[src/rtl/gctl_pkg.sv]
package gctl_pkg;
  localparam int WORD_W = 32;
  localparam int LANES  = WORD_W / 8;

  typedef enum logic [1:0] {
    WIN_PLAIN = 2'b00,
    WIN_SET   = 2'b01,
    WIN_CLR   = 2'b10,
    WIN_BAD   = 2'b11
  } win_e;

  // Expand per-lane enables into a per-bit mask (lane k -> bits 8k+7:8k)
  function automatic logic [WORD_W-1:0] lane_mask(input logic [LANES-1:0] strb);
    logic [WORD_W-1:0] m;
    for (int k = 0; k < LANES; k++) m[8*k +: 8] = {8{strb[k]}};
    return m;
  endfunction

  // Value a register takes after one accepted write through a window
  function automatic logic [WORD_W-1:0] apply_write(
    input logic [WORD_W-1:0] cur,
    input logic [WORD_W-1:0] data,
    input logic [WORD_W-1:0] mask,
    input win_e              win
  );
    logic [WORD_W-1:0] sel;
    sel = data & mask;
    case (win)
      WIN_PLAIN: return (cur & ~mask) | sel;
      WIN_SET:   return cur | sel;
      WIN_CLR:   return cur & ~sel;
      default:   return cur;
    endcase
  endfunction
endpackage

[src/rtl/gctl_decode.sv]
module gctl_decode
  import gctl_pkg::*;
#(
  parameter int NUM_REGS = 16,
  parameter int ADDR_W   = 14,
  localparam int WIN_LSB = ADDR_W - 2,
  localparam int IDXF_W  = WIN_LSB - 2,
  localparam int IDX_W   = (NUM_REGS > 1) ? $clog2(NUM_REGS) : 1
) (
  input  logic [ADDR_W-1:0] addr,
  output win_e              win,
  output logic [IDX_W-1:0]  idx,
  output logic              ok
);
  localparam logic [IDXF_W-1:0] REG_LIMIT = IDXF_W'(NUM_REGS);

  logic [IDXF_W-1:0] idx_full;

  always_comb begin
    win      = win_e'(addr[ADDR_W-1:WIN_LSB]);
    idx_full = addr[WIN_LSB-1:2];
    idx      = idx_full[IDX_W-1:0];
    ok       = (win != WIN_BAD) && (idx_full < REG_LIMIT);
  end
endmodule

[src/rtl/gctl_reg_cell.sv]
module gctl_reg_cell
  import gctl_pkg::*;
(
  input  logic              clk,
  input  logic              rst,
  input  logic              we,
  input  win_e              win,
  input  logic [WORD_W-1:0] wdata,
  input  logic [WORD_W-1:0] mask,
  output logic [WORD_W-1:0] q
);
  always_ff @(posedge clk) begin
    if (rst)     q <= '0;
    else if (we) q <= apply_write(q, wdata, mask, win);
  end
endmodule

[src/rtl/gctl_resp.sv]
module gctl_resp
  import gctl_pkg::*;
(
  input  logic              clk,
  input  logic              rst,
  input  logic              rd,
  input  logic              wr,
  input  logic              ok,
  input  logic [WORD_W-1:0] rd_word,
  output logic              ready,
  output logic              err,
  output logic [WORD_W-1:0] rdata
);
  logic req;
  assign req = rd | wr;

  always_ff @(posedge clk) begin
    if (rst) begin
      ready <= 1'b0;
      err   <= 1'b0;
      rdata <= '0;
    end else begin
      ready <= req & ok;
      err   <= req & ~ok;
      rdata <= (rd & ok) ? rd_word : '0;
    end
  end
endmodule

[src/rtl/gctl_alias_bank.sv]
module gctl_alias_bank
  import gctl_pkg::*;
#(
  parameter int NUM_REGS = 16,
  parameter int ADDR_W   = 14,
  localparam int IDX_W   = (NUM_REGS > 1) ? $clog2(NUM_REGS) : 1
) (
  input  logic                       clk,
  input  logic                       rst,
  input  logic [ADDR_W-1:0]          bus_addr,
  input  logic                       bus_wr,
  input  logic [WORD_W-1:0]          bus_wdata,
  input  logic [LANES-1:0]           bus_strb,
  input  logic                       bus_rd,
  output logic [WORD_W-1:0]          bus_rdata,
  output logic                       bus_ready,
  output logic                       bus_err,
  output logic [NUM_REGS*WORD_W-1:0] reg_out
);
  // Named internal events (also observed by the bound checker)
  win_e                             acc_win;
  logic [IDX_W-1:0]                 acc_idx;
  logic                             acc_ok;
  logic                             wr_hit;
  logic                             rd_hit;
  logic [WORD_W-1:0]                wr_mask;
  logic [WORD_W-1:0]                rd_word;
  logic [NUM_REGS-1:0][WORD_W-1:0]  regs;

  gctl_decode #(.NUM_REGS(NUM_REGS), .ADDR_W(ADDR_W)) u_decode (
    .addr (bus_addr),
    .win  (acc_win),
    .idx  (acc_idx),
    .ok   (acc_ok)
  );

  assign wr_hit  = bus_wr & acc_ok;
  assign rd_hit  = bus_rd & acc_ok;
  assign wr_mask = lane_mask(bus_strb);

  for (genvar i = 0; i < NUM_REGS; i++) begin : g_reg
    gctl_reg_cell u_cell (
      .clk   (clk),
      .rst   (rst),
      .we    (wr_hit && (acc_idx == IDX_W'(i))),
      .win   (acc_win),
      .wdata (bus_wdata),
      .mask  (wr_mask),
      .q     (regs[i])
    );
  end

  assign rd_word = rd_hit ? regs[acc_idx] : '0;

  gctl_resp u_resp (
    .clk     (clk),
    .rst     (rst),
    .rd      (bus_rd),
    .wr      (bus_wr),
    .ok      (acc_ok),
    .rd_word (rd_word),
    .ready   (bus_ready),
    .err     (bus_err),
    .rdata   (bus_rdata)
  );

  assign reg_out = regs;
endmodule

[config.mk]
export PLATFORM = sky130hd
export DESIGN_NAME = gctl_alias_bank
export DESIGN_NICKNAME = d
export VERILOG_FILES = /design/src/rtl/gctl_pkg.sv /design/src/rtl/gctl_decode.sv /design/src/rtl/gctl_reg_cell.sv /design/src/rtl/gctl_resp.sv /design/src/rtl/gctl_alias_bank.sv
export SDC_FILE = /design/constraint.sdc
export NUM_CORES = 1
export LEC_CHECK = 0
export ABC_AREA = 1
export BUFFER_PORTS_ARGS = -buffer_cell sky130_fd_sc_hd__buf_2
export CAP_MARGIN = 10
export CORE_MARGIN = 10
export CORE_UTILIZATION = 50
export CTS_CLUSTER_SIZE = 25
export DETAILED_ROUTE_END_ITERATION = 16
export PLACE_DENSITY_LB_ADDON = 0.25
export SYNTH_ARGS = -nofsm -noshare
export SYNTH_HDL_FRONTEND = slang
export SYNTH_SLANG_ARGS = --single-unit
[constraint.sdc]
create_clock -name clk -period 1.8 [get_ports clk]
set_clock_uncertainty 0.2 [all_clocks]
set_input_delay 0.27 -clock clk [delete_from_list [all_inputs] [get_ports clk]]
set_output_delay 0.27 -clock clk [all_outputs]
set_load 0.03 [all_outputs]
==> impl_metrics.yaml <==
place:
  dp_hpwl_um: 107800
  globalplace.congestion: 0.9693
  placed_area_um2: 40570
  dp_slack_ns: -0.4120
  portBuffers: 597
synthesis:
  syn-num-nets: 6080
  ys_ff_latch: 546
  yosys_warnings: 0
  synth_cell_types: 21
  syn_area_per_cell_um2: 5.584
  synth-seq-area-share_pct: 32.48
  netlist_area_um2: 33650
  synthCells: 6026
floorplanning:
  row_count: 95
  start_util_pct: 50.28
  fp.dieW_um: 279.4
  die_y_um: 279.4
  pin_count: 600
  core_um2: 66920
  fp.dieArea_um2: 78080
power:
  peakVddDrop_mv: 0.6927
  leakage_nw: 21.70
  power_density_nw_per_um2: 670.5
hold_path:
  hp-class: "in -> reg"
setup_path:
  critPathMaxFanout: 3
  worst_setup_path_start_kind: "register"
  required_ns: 1.33
  critical_path.top_delay_family: "flip-flops"
  end_kind: "output port"
  cp.arrival_ns: 1.35
  path_buf_inv: 1
  cp_cell_sequence: "clkbuf_4"
  cp_slowest_cell: "dfxtp_1"
  path_class: "reg -> out"
  cpPeakStageDelay_ns: 0.47
clocking:
  clkSlewWorstSetupHoldPaths_ns: 0.06
  cts_tree: "yes"
  insertion_delay_ns: 0.65
  ctsHtreeMaxLevel: 2
  cts_buffer_depth: 3
  root_buffer: "clkbuf_16"
  numCtsBuffers: 61
  clock_sinks: 546
global_routing:
  grt_antenna_before_repair: 2
  grt_usage_pct: 37.83
  grt_pass1_vias: 37270
  grt_pass1_wl_um: 229800
  gr-total-overflow: 0
  grt_max_degree: 84
layout:
  layout-drive-gt1-share_pct: 17.89
  diodes: 0
  stdcell_area_um2: 42810
  fin_nets: 6670
  area_delta_synth_final_pct: 27.22
routing:
  drc: 0
  drt-wirelength-per-cell_um: 20.38
  drtIter0Drc: 5072
  vias: 40470
  ant_nets: 0
  routed_via_density: 5.370
  routed_wl_um: 153600
  first_pass_iters: 7
timing:
  max_slew_margin_pct: 67.47
  hold_violations: 0
  worst_pin_slew_ns: 0.4880
  rsz0062_at_grt: "false"
  fin_ws_ns: -0.01677
  max_freq_mhz: 550.4
  holdWs_ns: 0.07478
  period_share_pct: 100.9
  fin_crit_ns: 1.817
  drv_slew: 0
  setup_viol: 3
status:
  status: "finished, violations left"
  violations: "negative setup slack"
run:
  cap_violations: 0
[routing by layer]
| metal | track usage (%) | wire (um) | part of all wire, % |
|---|---|---|---|
| met1 | 46.61 | 56180 | 37 |
| met2 | 58.10 | 66350 | 43 |
| met3 | 9.061 | 19430 | 13 |
| met4 | 25.43 | 11590 | 7.5 |
| met5 | 0 | 27 | 0.018 |
[through the flow]
stage	util, %	power [mW]	cells	TNS (ns)
finish	63.97	28.70	7536	-0.03487
global route	63.97	29.36	7536	0
CTS	63.87	28.64	7536	0
detailed placement	60.62	15.60	7421	-183.29
global placement	60.62	15.59	7421	-159.42
floorplan	-	13.93	6026	0
[timing repair]
action	CTS	global route
hold buffers	5	0
endpoints found under the setup margin	19	24
setup buffers	0	0
endpoints found under the hold margin	28	0
gates resized for setup	19	33
[cells by family (layout without fill, tap and decap cells)]
logic type	Yosys count	after routing	synth area share, %
buffers and inverters	1451	2088	17.20
AOI/OAI and AO/OA	129	129	2.454
DFF	546	546	32.48
and+or+nand+nor	3900	3900	47.86
[worst min-delay path: stages]
cell	delay (ns)
buf_2	0.10
nand2_1	0.12
a21oi_2	0.09
buf_4	0.13
nand2_1	0.05
nand2_1	0.04
nor2_1	0.07
[registers in the layout, summed over array words and instances, names as in the netlist]
signal / flops
u_resp.rdata: 32
g.u_cell.q: 512
u_resp.ready: 1
u_resp.err: 1
[layout make-up]
cell class | instances | area (um2)
fillers | 6307 | 24110
clock buffers | 89 | 1814
flip-flops and latches | 546 | 10950
inverters | 1020 | 3844
multi-input cells | 4029 | 17080
clock inverters | 21 | 265.3
well taps | 873 | 1092
repair buffers | 958 | 7767
[layout by cell type (no fill, tap or decap), types with 8 or more instances in the layout]
cell and n:
nor2_1 647, o21ai_0 97, dfxtp_1 532, inv_2 17, nor2_2 31, a21oi_4 8
clkbuf_8 14, buf_2 556, nor2_4 34, nand4_1 480, dfxtp_2 14, clkbuf_4 19
inv_1 1000, a21oi_2 24, clkbuf_16 63, buf_4 221, clkinv_2 12, clkbuf_1 12
buf_12 155, nand2_1 2697
[path summary, 6_finish.rpt]
path                    startpoint                   end  slack, ns  cells past startpoint
min reg2reg   g_reg[0].u_cell.q[2]  g_reg[0].u_cell.q[2]       0.30                      2
min                   bus_wdata[8]  g_reg[2].u_cell.q[8]       0.07                      7
max          g_reg[7].u_cell.q[27]          reg_out[251]      -0.02                      1
max reg2reg  g_reg[14].u_cell.q[1]       u_resp.rdata[1]       0.35                      8
[cells in the mapped netlist]
| library cell | instances | area [um2] |
|---|---|---|
| buf_6 | 1 | 11.26 |
| nand4_1 | 480 | 3003 |
| nand2_1 | 2697 | 10120 |
| nor2_1 | 654 | 2455 |
| inv_2 | 16 | 60.06 |
| nor2_2 | 48 | 300.3 |
| a21oi_4 | 8 | 130.1 |
| a21oi_2 | 24 | 210.2 |
| nor3_1 | 1 | 5.000 |
| nand3_4 | 4 | 70.07 |
| nand2_2 | 4 | 25.02 |
| nor2_4 | 10 | 112.6 |
| o21ai_0 | 97 | 485.5 |
| buf_2 | 204 | 1021 |
| clkinv_2 | 1 | 5.000 |
| nand3_1 | 2 | 10.01 |
| buf_1 | 38 | 142.6 |
| dfxtp_1 | 546 | 10930 |
| buf_4 | 21 | 157.7 |
| clkbuf_1 | 167 | 626.9 |
| inv_1 | 1003 | 3765 |
[report_power, final]
part           total [mW]  leakage, nW  switching (mW)  internal (mW)
clock network        13.2         1.03            5.47           7.78
logic                3.37         16.3            2.27           1.10
registers            12.1         4.40         0.00176           12.1
(Power assumes the default switching activity.)
